<file path="src/rtl/can_stuff_pkg.sv">
package can_stuff_pkg;

    localparam int ID_W       = 29;
    localparam int DLC_W      = 4;
    localparam int DATA_W     = 64;
    localparam int CRC_W      = 15;
    localparam int HDR_STD    = 19;   // SOF + standard header
    localparam int HDR_EXT    = 39;   // SOF + extended header
    localparam int FRAME_W    = HDR_EXT + DATA_W + CRC_W;
    localparam int CNT_W      = $clog2(FRAME_W + 1);
    localparam int RUN_W      = 3;
    localparam int RUN_LIMIT  = 5;
    localparam int MAX_BYTES  = 8;

    typedef struct packed {
        logic              ext;
        logic              rtr;
        logic [ID_W-1:0]   id;
        logic [DLC_W-1:0]  dlc;
        logic [DATA_W-1:0] data;
        logic [CRC_W-1:0]  crc;
    } frame_t;

    typedef enum logic [1:0] {
        TX_IDLE,
        TX_FRAME,
        TX_STUFF,
        TX_TAIL
    } tx_state_t;

    typedef enum logic [1:0] {
        RX_OFF,
        RX_RUN,
        RX_HALT
    } rx_state_t;

endpackage

</file>
<file path="src/rtl/can_frame_pack.sv">
module can_frame_pack
    import can_stuff_pkg::*;
(
    input  frame_t             frame_i,
    output logic [FRAME_W-1:0] bits_o,
    output logic [CNT_W-1:0]   nbits_o
);

    localparam int TAIL_W = DATA_W + CRC_W;

    logic [DLC_W-1:0]   nbytes;
    logic [CNT_W-1:0]   dbits;
    logic [DATA_W-1:0]  keep;
    logic [TAIL_W-1:0]  tail;
    logic [HDR_STD-1:0] hdr_s;
    logic [HDR_EXT-1:0] hdr_e;

    always_comb begin
        if (frame_i.rtr)
            nbytes = '0;
        else if (frame_i.dlc > DLC_W'(MAX_BYTES))
            nbytes = DLC_W'(MAX_BYTES);
        else
            nbytes = frame_i.dlc;
        dbits = CNT_W'({nbytes, 3'b000});
        keep  = ~({DATA_W{1'b1}} >> dbits);
        tail  = {frame_i.data & keep, {CRC_W{1'b0}}}
              | ({frame_i.crc, {DATA_W{1'b0}}} >> dbits);
        hdr_s = {1'b0, frame_i.id[10:0], frame_i.rtr, 2'b00, frame_i.dlc};
        hdr_e = {1'b0, frame_i.id[28:18], 2'b11, frame_i.id[17:0],
                 frame_i.rtr, 2'b00, frame_i.dlc};
        if (frame_i.ext) begin
            bits_o  = {hdr_e, tail};
            nbits_o = CNT_W'(HDR_EXT) + dbits + CNT_W'(CRC_W);
        end else begin
            bits_o  = {hdr_s, tail, {(HDR_EXT-HDR_STD){1'b0}}};
            nbits_o = CNT_W'(HDR_STD) + dbits + CNT_W'(CRC_W);
        end
    end

endmodule

</file>
<file path="src/rtl/can_tx_stuffer.sv">
module can_tx_stuffer
    import can_stuff_pkg::*;
#(
    parameter int STD_WIN  = 12,
    parameter int EXT_WIN  = 32,
    parameter int TAIL_LEN = 13
) (
    input  logic               clk,
    input  logic               rst_n,
    input  logic               sample_i,
    input  logic               load_i,
    input  logic [FRAME_W-1:0] bits_i,
    input  logic [CNT_W-1:0]   nbits_i,
    input  logic               ext_i,
    input  logic               rx_i,
    output logic               tx_o,
    output logic               busy_o,
    output logic               arb_lost_o,
    output logic               in_region_o
);

    localparam int TAIL_W = $clog2(TAIL_LEN);
    localparam logic [CNT_W-1:0] SLOT_MAX = '1;

    tx_state_t          state_q, state_d;
    logic [FRAME_W-1:0] sreg_q;
    logic [CNT_W-1:0]   left_q, slot_q, win;
    logic [RUN_W-1:0]   run_q;
    logic [TAIL_W-1:0]  tail_q;
    logic               ext_q, tx_q, lost_q, lose;

    // state register
    always_ff @(posedge clk or negedge rst_n) begin
        if (!rst_n) state_q <= TX_IDLE;
        else        state_q <= state_d;
    end

    // transitions
    always_comb begin
        state_d = state_q;
        lose    = 1'b0;
        win     = ext_q ? CNT_W'(EXT_WIN) : CNT_W'(STD_WIN);
        unique case (state_q)
            TX_IDLE:  if (load_i) state_d = TX_FRAME;
            TX_FRAME, TX_STUFF: begin
                if (sample_i) begin
                    if (tx_q && !rx_i && slot_q <= win) begin
                        lose    = 1'b1;
                        state_d = TX_IDLE;
                    end else if (run_q == RUN_W'(RUN_LIMIT)) begin
                        state_d = TX_STUFF;
                    end else if (left_q != '0) begin
                        state_d = TX_FRAME;
                    end else begin
                        state_d = TX_TAIL;
                    end
                end
            end
            TX_TAIL:  if (sample_i && tail_q == '0) state_d = TX_IDLE;
            default:  state_d = TX_IDLE;
        endcase
    end

    // outputs and datapath
    always_ff @(posedge clk or negedge rst_n) begin
        if (!rst_n) begin
            sreg_q <= '0;
            left_q <= '0;
            slot_q <= '0;
            run_q  <= '0;
            tail_q <= '0;
            ext_q  <= 1'b0;
            tx_q   <= 1'b1;
            lost_q <= 1'b0;
        end else begin
            unique case (state_q)
                TX_IDLE: begin
                    if (load_i) begin
                        sreg_q <= bits_i << 1;
                        tx_q   <= bits_i[FRAME_W-1];
                        left_q <= nbits_i - 1'b1;
                        run_q  <= RUN_W'(1);
                        slot_q <= '0;
                        ext_q  <= ext_i;
                        lost_q <= 1'b0;
                    end
                end
                TX_FRAME, TX_STUFF: begin
                    if (sample_i) begin
                        if (slot_q != SLOT_MAX) slot_q <= slot_q + 1'b1;
                        if (lose) begin
                            tx_q   <= 1'b1;
                            lost_q <= 1'b1;
                        end else if (run_q == RUN_W'(RUN_LIMIT)) begin
                            tx_q  <= ~tx_q;
                            run_q <= RUN_W'(1);
                        end else if (left_q != '0) begin
                            tx_q   <= sreg_q[FRAME_W-1];
                            sreg_q <= sreg_q << 1;
                            left_q <= left_q - 1'b1;
                            run_q  <= (sreg_q[FRAME_W-1] == tx_q) ? run_q + 1'b1
                                                                  : RUN_W'(1);
                        end else begin
                            tx_q   <= 1'b1;
                            tail_q <= TAIL_W'(TAIL_LEN - 1);
                        end
                    end
                end
                TX_TAIL: begin
                    if (sample_i && tail_q != '0) tail_q <= tail_q - 1'b1;
                end
                default: tx_q <= 1'b1;
            endcase
        end
    end

    assign tx_o        = tx_q;
    assign arb_lost_o  = lost_q;
    assign busy_o      = (state_q != TX_IDLE);
    assign in_region_o = (state_q == TX_FRAME) || (state_q == TX_STUFF);

endmodule

</file>
<file path="src/rtl/can_rx_destuffer.sv">
module can_rx_destuffer
    import can_stuff_pkg::*;
(
    input  logic clk,
    input  logic rst_n,
    input  logic sample_i,
    input  logic en_i,
    input  logic rx_i,
    output logic bit_o,
    output logic valid_o,
    output logic err_o
);

    rx_state_t        state_q, state_d;
    logic [RUN_W-1:0] run_q;
    logic             prev_q, bit_q, valid_q, err_q, full;

    assign full = (run_q == RUN_W'(RUN_LIMIT));

    // state register
    always_ff @(posedge clk or negedge rst_n) begin
        if (!rst_n) state_q <= RX_OFF;
        else        state_q <= state_d;
    end

    // transitions
    always_comb begin
        state_d = state_q;
        if (!en_i) begin
            state_d = RX_OFF;
        end else begin
            unique case (state_q)
                RX_OFF:  if (sample_i) state_d = RX_RUN;
                RX_RUN:  if (sample_i && full && rx_i == prev_q) state_d = RX_HALT;
                RX_HALT: state_d = RX_HALT;
                default: state_d = RX_OFF;
            endcase
        end
    end

    // outputs and run tracking
    always_ff @(posedge clk or negedge rst_n) begin
        if (!rst_n) begin
            run_q   <= '0;
            prev_q  <= 1'b1;
            bit_q   <= 1'b1;
            valid_q <= 1'b0;
            err_q   <= 1'b0;
        end else begin
            valid_q <= 1'b0;
            if (sample_i) err_q <= 1'b0;
            if (en_i && sample_i) begin
                unique case (state_q)
                    RX_OFF: begin
                        valid_q <= 1'b1;
                        bit_q   <= rx_i;
                        prev_q  <= rx_i;
                        run_q   <= RUN_W'(1);
                    end
                    RX_RUN: begin
                        if (full) begin
                            if (rx_i == prev_q) begin
                                err_q <= 1'b1;
                            end else begin
                                prev_q <= rx_i;
                                run_q  <= RUN_W'(1);
                            end
                        end else begin
                            valid_q <= 1'b1;
                            bit_q   <= rx_i;
                            prev_q  <= rx_i;
                            run_q   <= (rx_i == prev_q) ? run_q + 1'b1 : RUN_W'(1);
                        end
                    end
                    default: ;
                endcase
            end
        end
    end

    assign bit_o   = bit_q;
    assign valid_o = valid_q;
    assign err_o   = err_q;

endmodule

</file>
<file path="src/rtl/can_stuff_arb.sv">
module can_stuff_arb
    import can_stuff_pkg::*;
#(
    parameter int STD_WIN  = 12,
    parameter int EXT_WIN  = 32,
    parameter int TAIL_LEN = 13
) (
    input  logic        clk,
    input  logic        rst_n,
    input  logic        sample_i,
    input  logic        load_i,
    input  logic        ext_i,
    input  logic        rtr_i,
    input  logic [28:0] id_i,
    input  logic [3:0]  dlc_i,
    input  logic [63:0] data_i,
    input  logic [14:0] crc_i,
    input  logic        rx_i,
    input  logic        destuff_en_i,
    output logic        tx_o,
    output logic        busy_o,
    output logic        arb_lost_o,
    output logic        rx_bit_o,
    output logic        rx_valid_o,
    output logic        stuff_err_o
);

    frame_t             frame;
    logic [FRAME_W-1:0] frame_bits;
    logic [CNT_W-1:0]   frame_nbits;
    logic               tx_in_region;

    assign frame = '{ext: ext_i, rtr: rtr_i, id: id_i, dlc: dlc_i,
                     data: data_i, crc: crc_i};

    can_frame_pack u_pack (
        .frame_i (frame),
        .bits_o  (frame_bits),
        .nbits_o (frame_nbits)
    );

    can_tx_stuffer #(
        .STD_WIN  (STD_WIN),
        .EXT_WIN  (EXT_WIN),
        .TAIL_LEN (TAIL_LEN)
    ) u_tx (
        .clk         (clk),
        .rst_n       (rst_n),
        .sample_i    (sample_i),
        .load_i      (load_i),
        .bits_i      (frame_bits),
        .nbits_i     (frame_nbits),
        .ext_i       (ext_i),
        .rx_i        (rx_i),
        .tx_o        (tx_o),
        .busy_o      (busy_o),
        .arb_lost_o  (arb_lost_o),
        .in_region_o (tx_in_region)
    );

    can_rx_destuffer u_rx (
        .clk      (clk),
        .rst_n    (rst_n),
        .sample_i (sample_i),
        .en_i     (destuff_en_i),
        .rx_i     (rx_i),
        .bit_o    (rx_bit_o),
        .valid_o  (rx_valid_o),
        .err_o    (stuff_err_o)
    );

endmodule

</file>
<file path="config.mk">
export PLATFORM = sky130hd
export DESIGN_NAME = can_stuff_arb
export DESIGN_NICKNAME = d
export VERILOG_FILES = /design/src/rtl/can_stuff_pkg.sv /design/src/rtl/can_frame_pack.sv /design/src/rtl/can_tx_stuffer.sv /design/src/rtl/can_rx_destuffer.sv /design/src/rtl/can_stuff_arb.sv
export SDC_FILE = /design/constraint.sdc
export NUM_CORES = 1
export LEC_CHECK = 0
export CORE_ASPECT_RATIO = 2
export CORE_MARGIN = 3
export CORE_UTILIZATION = 35
export DETAILED_ROUTE_END_ITERATION = 8
export DONT_BUFFER_PORTS = 1
export GPL_TIMING_DRIVEN = 0
export SLEW_MARGIN = 30
export SYNTH_ARGS = -nofsm -noshare
export SYNTH_HDL_FRONTEND = slang
export SYNTH_SLANG_ARGS = --single-unit
</file>
<file path="constraint.sdc">
create_clock -name clk -period 6.1 [get_ports clk]
set_input_delay 0.305 -clock clk [delete_from_list [all_inputs] [get_ports clk]]
set_output_delay 0.305 -clock clk [all_outputs]
set_load 0.05 [all_outputs]
</file>
==> flow_metrics.env <==
export IMPL_run_status="finished clean"
export IMPL_synth_top_area_cell="dfrtp_1"
export IMPL_synthCells=1033
export IMPL_yosys_top_cells_area="dfrtp_1 (36%), mux2_4 (9.1%), mux2_2 (5.3%)"
export IMPL_cpPeakStageDelay_ns=0.61
export IMPL_grt_use_total_pct=26.66
export IMPL_worstPathRequired_ns=6.47
export IMPL_synthFlopType="dfrtp_1"
export IMPL_yosys_top_cells_count="dfrtp_1 (149), nand2_1 (93), mux2_4 (62), nor2_1 (62), o21ai_0 (60)"
export IMPL_power_density_mw_per_mm2=530.7
export IMPL_worstSetupEndpointType="flop"
export IMPL_routed_wl_um=41890
export IMPL_final_max_slew_viol_count=0
export IMPL_maxSlewHeadroom_pct=29.55
export IMPL_synth_net_count=1174
export IMPL_place_ws_ns=1.974
export IMPL_post_route_period_util_pct=68.48
export IMPL_io_buffers=0
export IMPL_cts_resized=0
export IMPL_crit_fanout=10
export IMPL_wire_per_inst_um=29.29
export IMPL_grt_pass1_wl_um=61160
export IMPL_grt_pass1_vias=9357
export IMPL_vias=9091
export IMPL_syn_avg_cell_area_um2=9.919
export IMPL_nFillCells=2911
export IMPL_clk_pin_slew_ns=0.07
export IMPL_finalWorstSetupSlack_ns=1.923
export IMPL_min_period_ns=4.177
export IMPL_final_util_pct=39.44
export IMPL_areaGrowthSynthToFinish_pct=11.05
export IMPL_clock_latency_ns=0.45
export IMPL_fin_nets=1197
export IMPL_dr_first_iter_drc_count=748
export IMPL_start_util_pct=35.52
export IMPL_worstPathArrival_ns=4.55
export IMPL_critical_path_class="reg -> reg"
export IMPL_synth_edf_count=0
export IMPL_maxCapViolations=0
export IMPL_place_congestion=1.035
export IMPL_finalSetupViolCount=0
export IMPL_clock_sinks=152
export IMPL_die_y_um=248.0
export IMPL_synth_top_area_share_pct=36.39
export IMPL_cts_buffer_depth=2
export IMPL_grt_overflow=0
export IMPL_hold_violations=0
export IMPL_ant_nets=0
export IMPL_seq_area_mm2=0.003807
export IMPL_synthMostInstantiatedCell="dfrtp_1"
export IMPL_ys_async_sr_fraction_pct=100.0
export IMPL_synth_distinct_cells=75
export IMPL_dp_hpwl_um=32580
export IMPL_vias_per_cell=6.357
export IMPL_tns_ns=0
export IMPL_cts_made_buffers=17
export IMPL_power_leakage_nw=4.666
export IMPL_drc=0
export IMPL_min_path_type="in -> reg"
export IMPL_multiInputGateArea_mm2=0.005806
export IMPL_p_total_mw=6.038
export IMPL_ios=126
export IMPL_coreArea_mm2=0.02885
export IMPL_max_vdd_ir_drop_mv=0.2262
export IMPL_num_rows=88
export IMPL_crit_chain="inv_1, ha_1, buf_2, clkbuf_1, clkbuf_1, clkbuf_1, nand2_1, ha_1, or4bb_1, o31a_1, a2111oi_0, o2111ai_1, a31oi_1"
export IMPL_cp_common_cell="clkbuf_1"
export IMPL_clock_skew_ns=0.01256
export IMPL_tightestPinTransition_ns=1.057
export IMPL_root_buffer="clkbuf_16"
export IMPL_antenna_found_initial=1
export IMPL_fmax_mhz=239.4
export IMPL_netlist_area_mm2=0.01025
export IMPL_grt_start_max_net_pins=153
export IMPL_layout_drive_gt1_share_pct=16.93
export IMPL_post_route_cell_area_mm2=0.01138
export IMPL_cpMaxStageDelayCell="a2111oi_0"
export IMPL_h_tree_depth=4
export IMPL_cts_tree="yes"
export IMPL_yosysWarnings=0
export IMPL_startpoint_type="flop"
export IMPL_ys_seq_area_share_pct=37.16
export IMPL_dpl_cell_area_mm2=0.01070
export IMPL_die_width_um=127.0
export IMPL_rsz0062_at_grt="no"
export IMPL_ys_seq_elements=152
export IMPL_drtPass1Iterations=7
export IMPL_fp_dieArea_mm2=0.03149
## cells by family after synthesis
family                     share of synthesized area, %
AOI/OAI and AO/OA                                 23.53
and+or+nand+nor                                   11.69
DFF                                               37.16
muxes                                             17.88
buffers and inverters                             6.326
adders and majority gates                         2.564
xor gates and xnor gates                         0.8549
## worst max-delay path, delay by kind of cell (launching register included)
kind / cells / cell delay, ns
fa+ha+maj: 2 / 0.54
simple gates: 2 / 0.70
flops: 1 / 0.37
compound gates: 4 / 1.17
buf+inv: 5 / 1.31
## repair_timing
| item | CTS | global route |
|---|---|---|
| hold buffers | 4 | 0 |
| setup buffers | 0 | 0 |
| hold endpoints to repair | 156 | 0 |
## per-layer routing
layer,track usage [%],part of all wire (%),up-vias
li1,-,-,3945
met1,25.84,33,4514
met2,46.33,50,455
met3,7.366,7.3,177
met4,22.39,9.9,0
met5,0,0,-
## cell usage in the layout (no fill, tap or decap), types with 4 or more instances in the layout
master and count:
inv_6 5, a21boi_0 7, nor3b_1 10, mux2i_1 36, clkbuf_1 57, a31oi_1 4, a22o_1 5, nor3_1 14
a221oi_1 49, nor2_1 61, xnor2_1 9, dfrtp_1 149, o21ai_0 60, and2_1 8, mux2_4 62, o221ai_1 14
a21oi_1 49, nand2b_1 7, ha_1 21, clkbuf_16 17, nand2_1 93, a2bb2oi_1 13, buf_12 8, inv_1 49
o31ai_1 21, or2_2 5, a211oi_1 22, nor2b_1 11, nand3b_1 8, mux2_2 48, inv_8 4, buf_4 6
a22oi_1 25, a221o_1 8, nand3_1 8, a21o_1 5, a222oi_1 11, a32oi_1 4
## cell type report
| cell class | instances | area share [%] |
|---|---|---|
| Antenna cell | 1 | 0.02199 |
| Sequential cell | 152 | 33.46 |
| Multi-Input combinational cell | 752 | 51.02 |
| Inverter | 51 | 1.682 |
| Clock inverter | 15 | 1.594 |
| Buffer | 78 | 4.014 |
| Clock buffer | 17 | 3.739 |
| Tap cell | 360 | 3.959 |
| Timing Repair Buffer | 4 | 0.5058 |
## power breakdown
part           internal (mW)  switching [mW]
Clock                  0.621           0.491
Sequential              1.49           0.345
Combinational           1.47            1.62
Total                   3.58            2.46
## path summary, 6_finish.rpt
| kind | from | to | slack (ns) | cells after the start |
|---|---|---|---|---|
| worst min-delay path | destuff_en_i | u_rx.valid_o$_DFF_PN0_ | 0.04 | 2 |
| min in group asynchronous | rst_n | u_tx.sreg_q[94]$_DFFE_PN0P_ | 0.50 | 2 |
| worst min register to register | u_tx.sreg_q[53]$_DFFE_PN0P_ | u_tx.sreg_q[53]$_DFFE_PN0P_ | 0.51 | 1 |
| worst max-delay path | u_tx.state_q[0]$_DFFE_PN0P_ | u_tx.left_q[6]$_DFFE_PN0P_ | 1.92 | 13 |
| worst max register to register | u_tx.state_q[0]$_DFFE_PN0P_ | u_tx.left_q[6]$_DFFE_PN0P_ | 1.92 | 13 |
| max in group asynchronous | rst_n | u_tx.sreg_q[10]$_DFFE_PN0P_ | 4.87 | 2 |
## through the flow
| stage | instances | hold slack (ns) |
|---|---|---|
| floorplan | 1033 | 0.009409 |
| global placement | 1393 | 0.01772 |
| detailed placement | 1393 | 0.02179 |
| CTS | 1429 | 0.01679 |
| global route | 1430 | 0.07257 |
| finish | 1430 | 0.04285 |
## state kept, by name (all words and copies together) (netlist names), 2 cells and up
register	flops
u_rx.run_q	3
u_rx.state_q	2
u_tx.left_q	7
u_tx.run_q	3
u_tx.slot_q	7
u_tx.sreg_q	117
u_tx.state_q	2
u_tx.tail_q	4
Note: power is estimated with default switching activity, not from simulation.
